`src/rtl/sfx_pkg.sv`:
```
package sfx_pkg;
  localparam int START_BITS = 1;
  localparam int PARITY_BITS = 1;

  typedef enum logic [1:0] {
    RX_IDLE = 2'd0,
    RX_DATA = 2'd1,
    RX_PAR  = 2'd2,
    RX_STOP = 2'd3
  } rx_state_e;
endpackage

```
`src/rtl/sfx_rx.sv`:
```
module sfx_rx
  import sfx_pkg::*;
#(
  parameter int DATA_W = 8,
  parameter int STOP_BITS = 2
) (
  input  logic              sclk,
  input  logic              rst_n,
  input  logic              enable,
  input  logic              hold_off,
  input  logic              line_in,
  output logic              busy,
  output logic [DATA_W-1:0] out_data,
  output logic              out_par_err,
  output logic              out_frm_err,
  output logic              out_valid,
  input  logic              out_ready
);
  localparam int CW = $clog2(DATA_W + 1);

  rx_state_e         state_q;
  logic [CW-1:0]     cnt_q;
  logic [DATA_W-1:0] shift_q;
  logic              par_bad_q;
  logic              stop_bad_q;
  logic              done;
  logic              load;

  assign busy = (state_q != RX_IDLE);
  assign done = enable && (state_q == RX_STOP) && (cnt_q == CW'(STOP_BITS - 1));
  assign load = done && (!out_valid || out_ready);

  always_ff @(posedge sclk or negedge rst_n) begin
    if (!rst_n) begin
      state_q    <= RX_IDLE;
      cnt_q      <= '0;
      shift_q    <= '0;
      par_bad_q  <= 1'b0;
      stop_bad_q <= 1'b0;
    end else if (!enable) begin
      state_q <= RX_IDLE;
      cnt_q   <= '0;
    end else begin
      unique case (state_q)
        RX_IDLE: begin
          if (!hold_off && !line_in) begin
            state_q <= RX_DATA;
            cnt_q   <= '0;
          end
        end
        RX_DATA: begin
          shift_q <= {line_in, shift_q[DATA_W-1:1]};
          if (cnt_q == CW'(DATA_W - 1)) begin
            state_q <= RX_PAR;
            cnt_q   <= '0;
          end else begin
            cnt_q <= cnt_q + 1'b1;
          end
        end
        RX_PAR: begin
          par_bad_q  <= line_in ^ (^shift_q);
          stop_bad_q <= 1'b0;
          state_q    <= RX_STOP;
          cnt_q      <= '0;
        end
        RX_STOP: begin
          stop_bad_q <= stop_bad_q | !line_in;
          if (cnt_q == CW'(STOP_BITS - 1)) begin
            state_q <= RX_IDLE;
            cnt_q   <= '0;
          end else begin
            cnt_q <= cnt_q + 1'b1;
          end
        end
        default: state_q <= RX_IDLE;
      endcase
    end
  end

  always_ff @(posedge sclk or negedge rst_n) begin
    if (!rst_n) begin
      out_valid   <= 1'b0;
      out_data    <= '0;
      out_par_err <= 1'b0;
      out_frm_err <= 1'b0;
    end else if (load) begin
      out_valid   <= 1'b1;
      out_data    <= shift_q;
      out_par_err <= par_bad_q;
      out_frm_err <= stop_bad_q | !line_in;
    end else if (out_ready) begin
      out_valid <= 1'b0;
    end
  end
endmodule

```
`src/rtl/sfx_tx.sv`:
```
module sfx_tx
  import sfx_pkg::*;
#(
  parameter int DATA_W = 8,
  parameter int STOP_BITS = 2
) (
  input  logic              sclk,
  input  logic              rst_n,
  input  logic              enable,
  input  logic              tx_allow,
  input  logic              rx_busy,
  input  logic [DATA_W-1:0] in_data,
  input  logic              in_valid,
  output logic              in_ready,
  output logic              line_out,
  output logic              line_oe
);
  localparam int FRAME_W = START_BITS + DATA_W + PARITY_BITS + STOP_BITS;
  localparam int CW = $clog2(FRAME_W + 1);

  logic [FRAME_W-1:0] frame_vec;
  logic [FRAME_W-1:0] shift_q;
  logic [CW-1:0]      cnt_q;
  logic               busy_q;
  logic               out_q;

  assign frame_vec = {{STOP_BITS{1'b1}}, ^in_data, in_data, 1'b0};
  assign in_ready  = !busy_q && enable && tx_allow && !rx_busy;
  assign line_oe   = busy_q;
  assign line_out  = out_q;

  always_ff @(negedge sclk or negedge rst_n) begin
    if (!rst_n) begin
      busy_q  <= 1'b0;
      out_q   <= 1'b1;
      cnt_q   <= '0;
      shift_q <= '1;
    end else if (!enable) begin
      busy_q <= 1'b0;
      out_q  <= 1'b1;
      cnt_q  <= '0;
    end else if (!busy_q) begin
      if (in_valid && in_ready) begin
        busy_q  <= 1'b1;
        out_q   <= frame_vec[0];
        shift_q <= {1'b1, frame_vec[FRAME_W-1:1]};
        cnt_q   <= CW'(1);
      end
    end else if (cnt_q == CW'(FRAME_W)) begin
      busy_q <= 1'b0;
      out_q  <= 1'b1;
      cnt_q  <= '0;
    end else begin
      out_q   <= shift_q[0];
      shift_q <= {1'b1, shift_q[FRAME_W-1:1]};
      cnt_q   <= cnt_q + 1'b1;
    end
  end
endmodule

```
`src/rtl/sfx_xcvr.sv`:
```
module sfx_xcvr
  import sfx_pkg::*;
#(
  parameter int DATA_W = 8,
  parameter int STOP_BITS = 2
) (
  input  logic              sclk,
  input  logic              rst_n,
  input  logic              enable,
  input  logic              tx_allow,
  input  logic              line_in,
  output logic              line_out,
  output logic              line_oe,
  input  logic [DATA_W-1:0] tx_data,
  input  logic              tx_valid,
  output logic              tx_ready,
  output logic [DATA_W-1:0] rx_data,
  output logic              rx_parity_err,
  output logic              rx_frame_err,
  output logic              rx_valid,
  input  logic              rx_ready
);
  logic rx_busy;

  sfx_rx #(.DATA_W(DATA_W), .STOP_BITS(STOP_BITS)) u_rx (
    .sclk       (sclk),
    .rst_n      (rst_n),
    .enable     (enable),
    .hold_off   (line_oe),
    .line_in    (line_in),
    .busy       (rx_busy),
    .out_data   (rx_data),
    .out_par_err(rx_parity_err),
    .out_frm_err(rx_frame_err),
    .out_valid  (rx_valid),
    .out_ready  (rx_ready)
  );

  sfx_tx #(.DATA_W(DATA_W), .STOP_BITS(STOP_BITS)) u_tx (
    .sclk     (sclk),
    .rst_n    (rst_n),
    .enable   (enable),
    .tx_allow (tx_allow),
    .rx_busy  (rx_busy),
    .in_data  (tx_data),
    .in_valid (tx_valid),
    .in_ready (tx_ready),
    .line_out (line_out),
    .line_oe  (line_oe)
  );
endmodule

```
`config.mk`:
```
export PLATFORM = sky130hd
export DESIGN_NAME = sfx_xcvr
export DESIGN_NICKNAME = d
export VERILOG_FILES = /design/src/rtl/sfx_pkg.sv /design/src/rtl/sfx_rx.sv /design/src/rtl/sfx_tx.sv /design/src/rtl/sfx_xcvr.sv
export SDC_FILE = /design/constraint.sdc
export NUM_CORES = 1
export LEC_CHECK = 0
export CORE_ASPECT_RATIO = 1.75
export CORE_MARGIN = 5
export CORE_UTILIZATION = 37
export CTS_CLUSTER_DIAMETER = 150
export DETAILED_ROUTE_END_ITERATION = 8
export GPL_ROUTABILITY_DRIVEN = 0
export GPL_TIMING_DRIVEN = 0
export PLACE_DENSITY = 0.59
export SLEW_MARGIN = 20
export SYNTH_ARGS = -nofsm -noshare
export SYNTH_HDL_FRONTEND = slang
export SYNTH_SLANG_ARGS = --single-unit
```
`constraint.sdc`:
```
create_clock -name sclk -period 2.66 [get_ports sclk]
set_clock_uncertainty 0.05 [all_clocks]
set_input_delay 0.399 -clock sclk [delete_from_list [all_inputs] [get_ports sclk]]
set_output_delay 0.399 -clock sclk [all_outputs]
set_load 0.005 [all_outputs]
```
==> After elaboration in Yosys (flattened, before gate mapping) <==
Cells that the tools add are included.
{ "op_classes": {"muxes": 28, "n_addsub": 2, "reduce_logical": 25, "bitwise_logic": 2, "eq_ne": 11} }
{ "ops": {"columns": ["op", "n"], "rows": [
  ["$mux 12", 3],
  ["$mux 4", 8],
  ["$pmux 4 s4", 1],
  ["$reduce_xor 8->1", 2],
  ["$mux 1", 10],
  ["$add 4x1->4 const B", 2],
  ["$logic_and 1x1->1", 8],
  ["$mux 2", 4],
  ["$pmux 2 s4", 1],
  ["$reduce_bool 2->1", 4],
  ["$ne 3x2->1 const B", 2],
  ["$reduce_and 2->1", 3],
  ["$reduce_and 3->1", 2],
  ["$eq 2x2->1 const B", 2],
  ["$eq 4x1->1 const B", 1],
  ["$eq 4x3->1 const B", 1],
  ["$eq 4x4->1 const B", 1],
  ["$logic_not 1->1", 4],
  ["$ne 3x1->1 const B", 1],
  ["$ne 3x3->1 const B", 1],
  ["$eq 2x1->1 const B", 1],
  ["$logic_not 2->1", 1],
  ["$ne 2x2->1 const B", 1],
  ["$pmux 1 s2", 1],
  ["3 further kinds", 3]
]} }
{ "totals": {"ff_bits": 45, "word_cells": 81, "out_inout_bits": 14} }

==> Logic depth before layout (Yosys ltp) <==
Gate-level depths: netlist (run 1).
{ "logic_depth": {"ltp_word": 8, "mapped_depth": 7} }

==> Cells and area by module <==
Synthesis (run 1) repeated with hierarchy kept, for this count alone.
{ "unflattened": {"hier_cells": 195, "area_unflattened_um2": 2248.4} }
{ "modules_own_cells": {"columns": ["mod", "area_each_um2", "instances", "cells_per_inst", "seq_area_each_um2"], "rows": [
  ["sfx_rx", 1368.8, 1, 106, 675.6],
  ["sfx_tx", 879.6, 1, 89, 387.9]
]} }

==> key figures, run 1 <==
Logic synthesis
  • Post-synth EDFFs: 0
  • Flop and latch count out of synthesis: 42
  • Synth Area per Inst: 11.42 um^2
  • Mapped Area: 2125 um^2
  • Top FF cell, synth: dfrtp_1
  • Synth Warn #: 0
  • Yosys cell types: 43
  • Sequential share of the synthesized area: 0.5006
  • Async S/R FF share, synth: 1.000
  • Syn Nets: 210
  • Mapped Cells: 186

Detailed routing
  • Vias per cell: 4.928
  • Drc violations: 0
  • Via Count: 1582
  • Drt total wl: 4.474 mm
  • Drt first pass iters: 2
  • Starting DRC count in detailed routing: 39
  • Mean routed wirelength per cell: 13.94 um
  • Final ANT Viol Nets: 0

Clock tree
  • Clock latency on the worst-skew pair: 360 ps
  • Clock root buffer: clkbuf_8
  • Maximum clock path buffer count: 2
  • CTS tree: done
  • Clock transition at path regs: 60 ps
  • CTS Buf Count: 5
  • CTS HTree Levels: 2
  • Clk sinks: 42

GRT
  • Total Routing Usage GR: 0.1380
  • Antenna violations before repair: 0
  • GRT overflow: 0
  • Global-route wire length before repair: 7.762 mm
  • Pin count of the biggest net entering global routing: 29
  • Number of global-route vias before repair: 1665

Setup path
  • Peak fanout along the critical path: 2
  • Setup CP Type: reg -> out
  • Critical Path AT: 2350 ps
  • WP data required: 2210 ps
  • Worst Setup Start Kind: flop
  • Reg2Reg Depth: 5
  • Critical path endpoint category: output port

STA
  • Final setup fails: 6
  • Slew Limit Fails: 0
  • Slew margin rel.: 0.5646
  • RSZ-0062 raised after global routing: true
  • Final setup margin: -140.7 ps
  • Actual slew at the worst max-slew pin: 653.1 ps
  • Fin. Hold Viols: 0

Floorplanning
  • Num rows: 36
  • Die Width: 67.28 um
  • Initial Utilization: 0.3804
  • Die area: 7417 um^2
  • Die H: 110.2 um
  • Core Region: 5585 um^2
  • Top Ports: 29

Place
  • Detail Placement HPWL: 3.225 mm
  • Input/output buffers: 28

Cells and area
  • Area of the multi-input gates: 1180 um^2
  • Util after Layout: 0.5246
  • Share of cells above drive strength 1: 0.3714
  • Synthesis-to-layout area growth: 37.93%
  • # fillers: 564
  • Post-layout nets: 268
  • ANT cells: 0
  • Sequential Area: 1064 um^2

Flow run
  • Max cap viols: 0

Power and ir drop
  • Power per cell area: 869.2 nW/um^2
  • Worst vdd ir: 0.4343 mV
  • Leakage power: 1.306 nW
  • Power, Total: 2.547 mW

Outcome
  • Violated checks: negative setup slack
  • Status: finished with violations

Worst hold path
  • Worst hold path type: reg -> reg
  • Hold depth: 2
[cell families (layout without fill, tap and decap cells)]
logic type               count (synthesis)  in the layout  share of synthesized area
AO/OA/AOI/OAI                           37             37                     0.1149
adder cells (fa/ha/maj)                  9              9                    0.05300
multiplexers                            27             27                     0.1378
flip-flops                              42             42                     0.5006
XOR/XNOR                                15             15                    0.06832
AND/OR/NAND/NOR                         43             43                     0.1019
buffers and inverters                   13             72                    0.02355
[worst paths after layout]
check	start	endpoint	slack [ps]
max	u_tx.line_oe	tx_ready	-140
min	u_tx.cnt_q[3]	u_tx.cnt_q[3]	430
max reg2reg	u_tx.line_oe	u_rx.cnt_q[3]	-90
min reg2reg	u_tx.cnt_q[3]	u_tx.cnt_q[3]	430
max in group asynchronous	rst_n	u_tx.line_out	250
min in group asynchronous	rst_n	u_rx.shift_q[5]	480
[synthesized netlist by cell type (all sizes together) (2+ instances only)]
cell type | instances | area (um^2)
a21oi | 13 | 76.33
buf | 2 | 8.750
dfrtn | 5 | 125.1
dfrtp | 27 | 675.7
dfstp | 10 | 262.8
ha | 9 | 112.6
inv | 10 | 37.54
mux2 | 18 | 202.7
mux2i | 9 | 90.09
nand2 | 10 | 37.54
nand2b | 3 | 18.77
nand3 | 4 | 20.02
nor2 | 12 | 45.04
nor3 | 3 | 15.01
o21ai | 12 | 60.06
o22ai | 2 | 18.77
or2 | 3 | 21.27
xnor2 | 11 | 96.34
xor2 | 3 | 26.28
[metal layers]
metal / global-route usage / vias up / part of all wire / routed length, um
met1: 0.1599 / 778 / 0.38 / 1691
met2: 0.2463 / 30 / 0.57 / 2538
met3: 0.02535 / 8 / 0.035 / 157
li1: - / 766 / - / -
met4: 0.05225 / 0 / 0.019 / 87
met5: 0 / - / 0 / 0
[cell type report]
class / instances / area share
Tap cell: 76 / 0.03245
Clock inverter: 11 / 0.01537
Timing Repair Buffer: 42 / 0.1366
Inverter: 9 / 0.01153
Clock buffer: 7 / 0.02946
Sequential cell: 42 / 0.3629
Multi-Input combinational cell: 131 / 0.4026
Buffer: 3 / 0.008967
[flip-flops by register name, summed over array words and instances (netlist names)]
name and flops:
u_tx.shift_q 9, u_rx.out_data 8, u_rx.shift_q 8, u_rx.cnt_q 4
u_tx.cnt_q 4, u_rx.state_q 2, u_rx.out_frm_err 1, u_rx.out_par_err 1
u_rx.out_valid 1, u_rx.par_bad_q 1, u_rx.stop_bad_q 1, u_tx.line_oe 1
u_tx.line_out 1
[metrics by stage]
stage | setup TNS, ps | instance area, um^2 | setup WS (ps) | hold slack, ps | cells
global placement | -26900 | 2542 | -1266 | 417.6 | 290
CTS | -775.3 | 2789 | -140.1 | 433.5 | 319
finish | -415.5 | 2930 | -140.7 | 431.0 | 321
floorplan | -359.6 | 2167 | -107.6 | 53.41 | 186
global route | -1210 | 2930 | -177.4 | 446.7 | 321
detailed placement | -10150 | 2557 | -793.7 | 286.6 | 291
[worst max-delay path, stage by stage (launching register included)]
cell and delay [ps]:
dfrtn_1 430, nand2b_4 140, nor2_2 30, buf_2 120
[layout by cell type (no fill, tap or decap), types with 2 or more instances in the layout]
cell,count
clkdlybuf4s50_1,14
xnor2_1,10
dlymetal6s2s_1,2
inv_1,17
o21ai_2,3
mux2_2,18
or2_4,2
buf_2,2
o21ai_0,7
o21ai_1,2
nand3_1,3
mux2i_1,9
buf_12,2
ha_1,8
dfrtn_1,5
nor3_1,2
dfstp_2,10
clkbuf_8,6
nor2_1,4
buf_4,10
nor2_2,2
a21oi_1,5
nand2_1,10
inv_2,2
nand2b_1,2
dfrtp_1,27
a21oi_2,7
xor2_1,3
dlygate4sd2_1,7
buf_6,3
nor2_4,6
[timing repair]
| action | in CTS | in global routing |
|---|---|---|
| setup endpoints to repair | 21 | 20 |
| endpoints found under the hold margin | 11 | 0 |
| cloned | 1 | 0 |
| pin swaps | 10 | 13 |
| setup buffers | 9 | 2 |
| gates resized for setup | 33 | 38 |
| hold buffers | 1 | 0 |
[where the power goes]
part	internal (mW)	switching [mW]
logic	0.585	0.454
clock network	0.231	0.264
registers	0.860	0.153
Note: power is estimated with default switching activity, not from simulation.
==> run 2: changes to the inputs <==
==> constraint.sdc (replaced) <==
create_clock -name sclk -period 2.66 [get_ports sclk]
set_clock_uncertainty 0.05 [all_clocks]
set_input_delay 0.399 -clock sclk [delete_from_list [all_inputs] [get_ports sclk]]
set_output_delay 0.399 -clock sclk [all_outputs]
set_load 0.01 [all_outputs]
==> run 2 against run 1 <==
- the run still ends with negative setup slack left
- clock power increased by 4.2%
- final area increased by 2.3%
- power increased by 4.1%
- setup slack got worse by 33 ps
- sequential share of layout area decreased by 0.80 points
- register-to-register slack got worse by 80 ps
- wire length increased by 4.7%
- global-route usage decreased by 0.10 points
- clock-buffer cell count decreased by 2
- sequential power about the same
- core utilization increased by 1.2 points
- critical endpoint is now u_rx.cnt_q[3]
- highest routed layer unchanged
==> key figures, run 2 (synthesis gave the netlist of run 1 again) <==
STA
  • Final setup fails: 15 (+9)
  • Slew margin rel.: 0.4323 (-0.1323)
  • Actual slew at the worst max-slew pin: 842.7 ps (+189.6 ps)
  • Final setup margin: -173.8 ps (-33.11 ps)
  • Slew Limit Fails: 0 (unchanged)
  • Fin. Hold Viols: 0 (unchanged)
  • RSZ-0062 raised after global routing: true
  • Worst hold margin: 421.6 ps (-9.346 ps)

Outcome
  • Violated checks: negative setup slack
  • Status: finished with violations

Clock tree
  • Clock root buffer: clkbuf_8
  • Clk sinks: 42 (unchanged)
  • Clock transition at path regs: 80 ps (+20 ps)
  • CTS Buf Count: 5 (unchanged)
  • CTS HTree Levels: 2 (unchanged)
  • Maximum clock path buffer count: 2 (unchanged)
  • Clock latency on the worst-skew pair: 360 ps (about the same)
  • CTS tree: done

Detailed routing
  • Drt total wl: 4.683 mm (+4.7%)
  • Vias per cell: 4.944 (+0.32%)
  • Via Count: 1592 (+0.63%)
  • Mean routed wirelength per cell: 14.54 um (+4.3%)
  • Drc violations: 0 (unchanged)
  • Drt first pass iters: 4 (+2)
  • Starting DRC count in detailed routing: 16 (-59%)
  • Final ANT Viol Nets: 0 (unchanged)

Place
  • Placed cell areas: 2557 um^2 (unchanged)
  • Input/output buffers: 28 (unchanged)
  • Detail Placement HPWL: 3.176 mm (-1.5%)
  • DP Cell Count: 291 (unchanged)

Cells and area
  • Sequential Area: 1064 um^2 (unchanged)
  • Synthesis-to-layout area growth: 41.05%
  • ANT cells: 0 (unchanged)
  • Share of cells above drive strength 1: 0.3943 (+0.02288)
  • Top flop regs: u_tx.shift_q: 9 flops, u_rx.out_data: 8 flops, u_rx.shift_q: 8 flops
  • Util after Layout: 0.5365 (+0.01187)
  • Post-route cell area: 2997 um^2 (+2.3%)
  • Fin cells: 322 (+0.31%)
  • Largest register by flop count: u_tx.shift_q
  • Max FFs per register: 9 (unchanged)
  • Most frequent cells in the layout: dfrtp_1 (27), inv_1 (17), mux2_2 (17)
  • Area of the multi-input gates: 1224 um^2 (+3.7%)
  • # fillers: 531 (-5.9%)
  • Most common cell after layout, fill and taps aside: dfrtp_1
  • Post-layout nets: 269 (+0.37%)

Worst hold path
  • Hold depth: 2 (unchanged)
  • Worst hold path type: reg -> reg

Floorplanning
  • Die area: 7417 um^2 (unchanged)
  • Initial Utilization: 0.3804 (unchanged)
  • Die Width: 67.28 um (unchanged)
  • Die H: 110.2 um (unchanged)
  • Num rows: 36 (unchanged)
  • Top Ports: 29 (unchanged)
  • Core Region: 5585 um^2 (unchanged)

GRT
  • GRT overflow: 0 (unchanged)
  • Number of global-route vias before repair: 1654 (-0.66%)
  • Total Routing Usage GR: 0.1370 (-0.001020)
  • Antenna violations before repair: 0 (unchanged)
  • Pin count of the biggest net entering global routing: 32 (+10%)
  • Global-route wire length before repair: 7.576 mm (-2.4%)

Setup path
  • Worst Setup Start Kind: flop
  • WP data required: 2850 ps (+640 ps)
  • Critical Path AT: 3020 ps (+670 ps)
  • Critical path endpoint category: flop
  • Reg2Reg Depth: 6 (+1)
  • Peak fanout along the critical path: 3 (+1)
  • Setup CP Type: reg -> reg

Power and ir drop
  • Sw Pwr: 0.9330 mW (+7.1%)
  • Worst vdd ir: 0.6349 mV (+46%)
  • Clock share of power: 0.195 (about the same)
  • Sequential cell fraction of total power: 0.387 (-0.011)
  • Internal Power: 1.717 mW (+2.5%)
  • Power per cell area: 884.4 nW/um^2 (+1.8%)
  • Power share of the combinational group: 0.418 (+0.010)
  • Power, Total: 2.650 mW (+4.1%)
  • Sw Share: 0.3520 (+0.009995)
  • Leakage power: 1.328 nW (+1.7%)

Flow run
  • Max cap viols: 0 (unchanged)
==> run 2: cell count changes in the layout (fill, tap and decap cells not counted), moves of 2 or more <==
cell and change:
buf_4 -3, buf_6 +5, dlygate4sd2_1 +3, dlymetal6s2s_1 -2
nor2_4 +2
==> run 2: power by group through the flow <==
stage	Combinational [mW]	Clock, mW	Sequential [mW]
3_5_place_dp	0.819	0.0254	1.01
6_report	1.11	0.516	1.03
3_3_place_gp	0.809	0.0254	1.00
5_1_grt	1.20	0.578	1.05
4_1_cts	0.967	0.530	0.996
2_1_floorplan	0.624	0.0254	0.975
==> run 2: through the flow <==
step,setup TNS [ps],setup slack (ps)
final,-986.8,-173.8
after global routing,-2067,-226.4
after CTS,-613.6,-185.2
after detailed placement,-10240,-795.0
after global placement,-27050,-1273
after floorplan,-372.5,-107.6
==> run 2: worst paths after layout <==
path                                         end  slack [ps]          start
worst min-delay path               u_tx.cnt_q[3]         420  u_tx.cnt_q[3]
worst min register to register     u_tx.cnt_q[3]         420  u_tx.cnt_q[3]
min in group asynchronous       u_rx.out_data[3]         490          rst_n
worst max-delay path               u_rx.cnt_q[3]        -170   u_tx.line_oe
max in group asynchronous        u_tx.shift_q[7]         260          rst_n
worst max register to register     u_rx.cnt_q[3]        -170   u_tx.line_oe
==> run 2: metal layers <==
| metal | vias to the layer above | wire length, um | global-route usage |
|---|---|---|---|
| met5 | - | 0 | 0 |
| li1 | 772 | - | - |
| met3 | 7 | 163 | 0.03043 |
| met2 | 30 | 2625 | 0.2519 |
| met4 | 0 | 109 | 0.05225 |
| met1 | 783 | 1785 | 0.1483 |
==> run 2: area by class of cell <==
cell class,instances,share of cell area
Inverter,9,0.01127
Multi-Input combinational cell,131,0.4084
Clock inverter,13,0.02171
Clock buffer,5,0.02296
Tap cell,76,0.03173
Sequential cell,42,0.3549
Buffer,3,0.008768
Timing Repair Buffer,43,0.1403
==> run 2: worst max-delay path, stage by stage (launching register included) <==
cell     delay [ps]
dfrtn_1         350
buf_6           130
buf_6           110
o211a_4         230
or3_4           340
nor3_4          120
a221o_1         120
==> run 2: what timing repair did <==
action | 4_1_cts | 5_1_grt
buffers inserted | 11 | 1
endpoints found under the hold margin | 11 | 0
gates resized for setup | 47 | 37
endpoints found under the setup margin | 21 | 21
pin swaps | 11 | 4
cloned | 1 | 0
hold buffers | 1 | 0
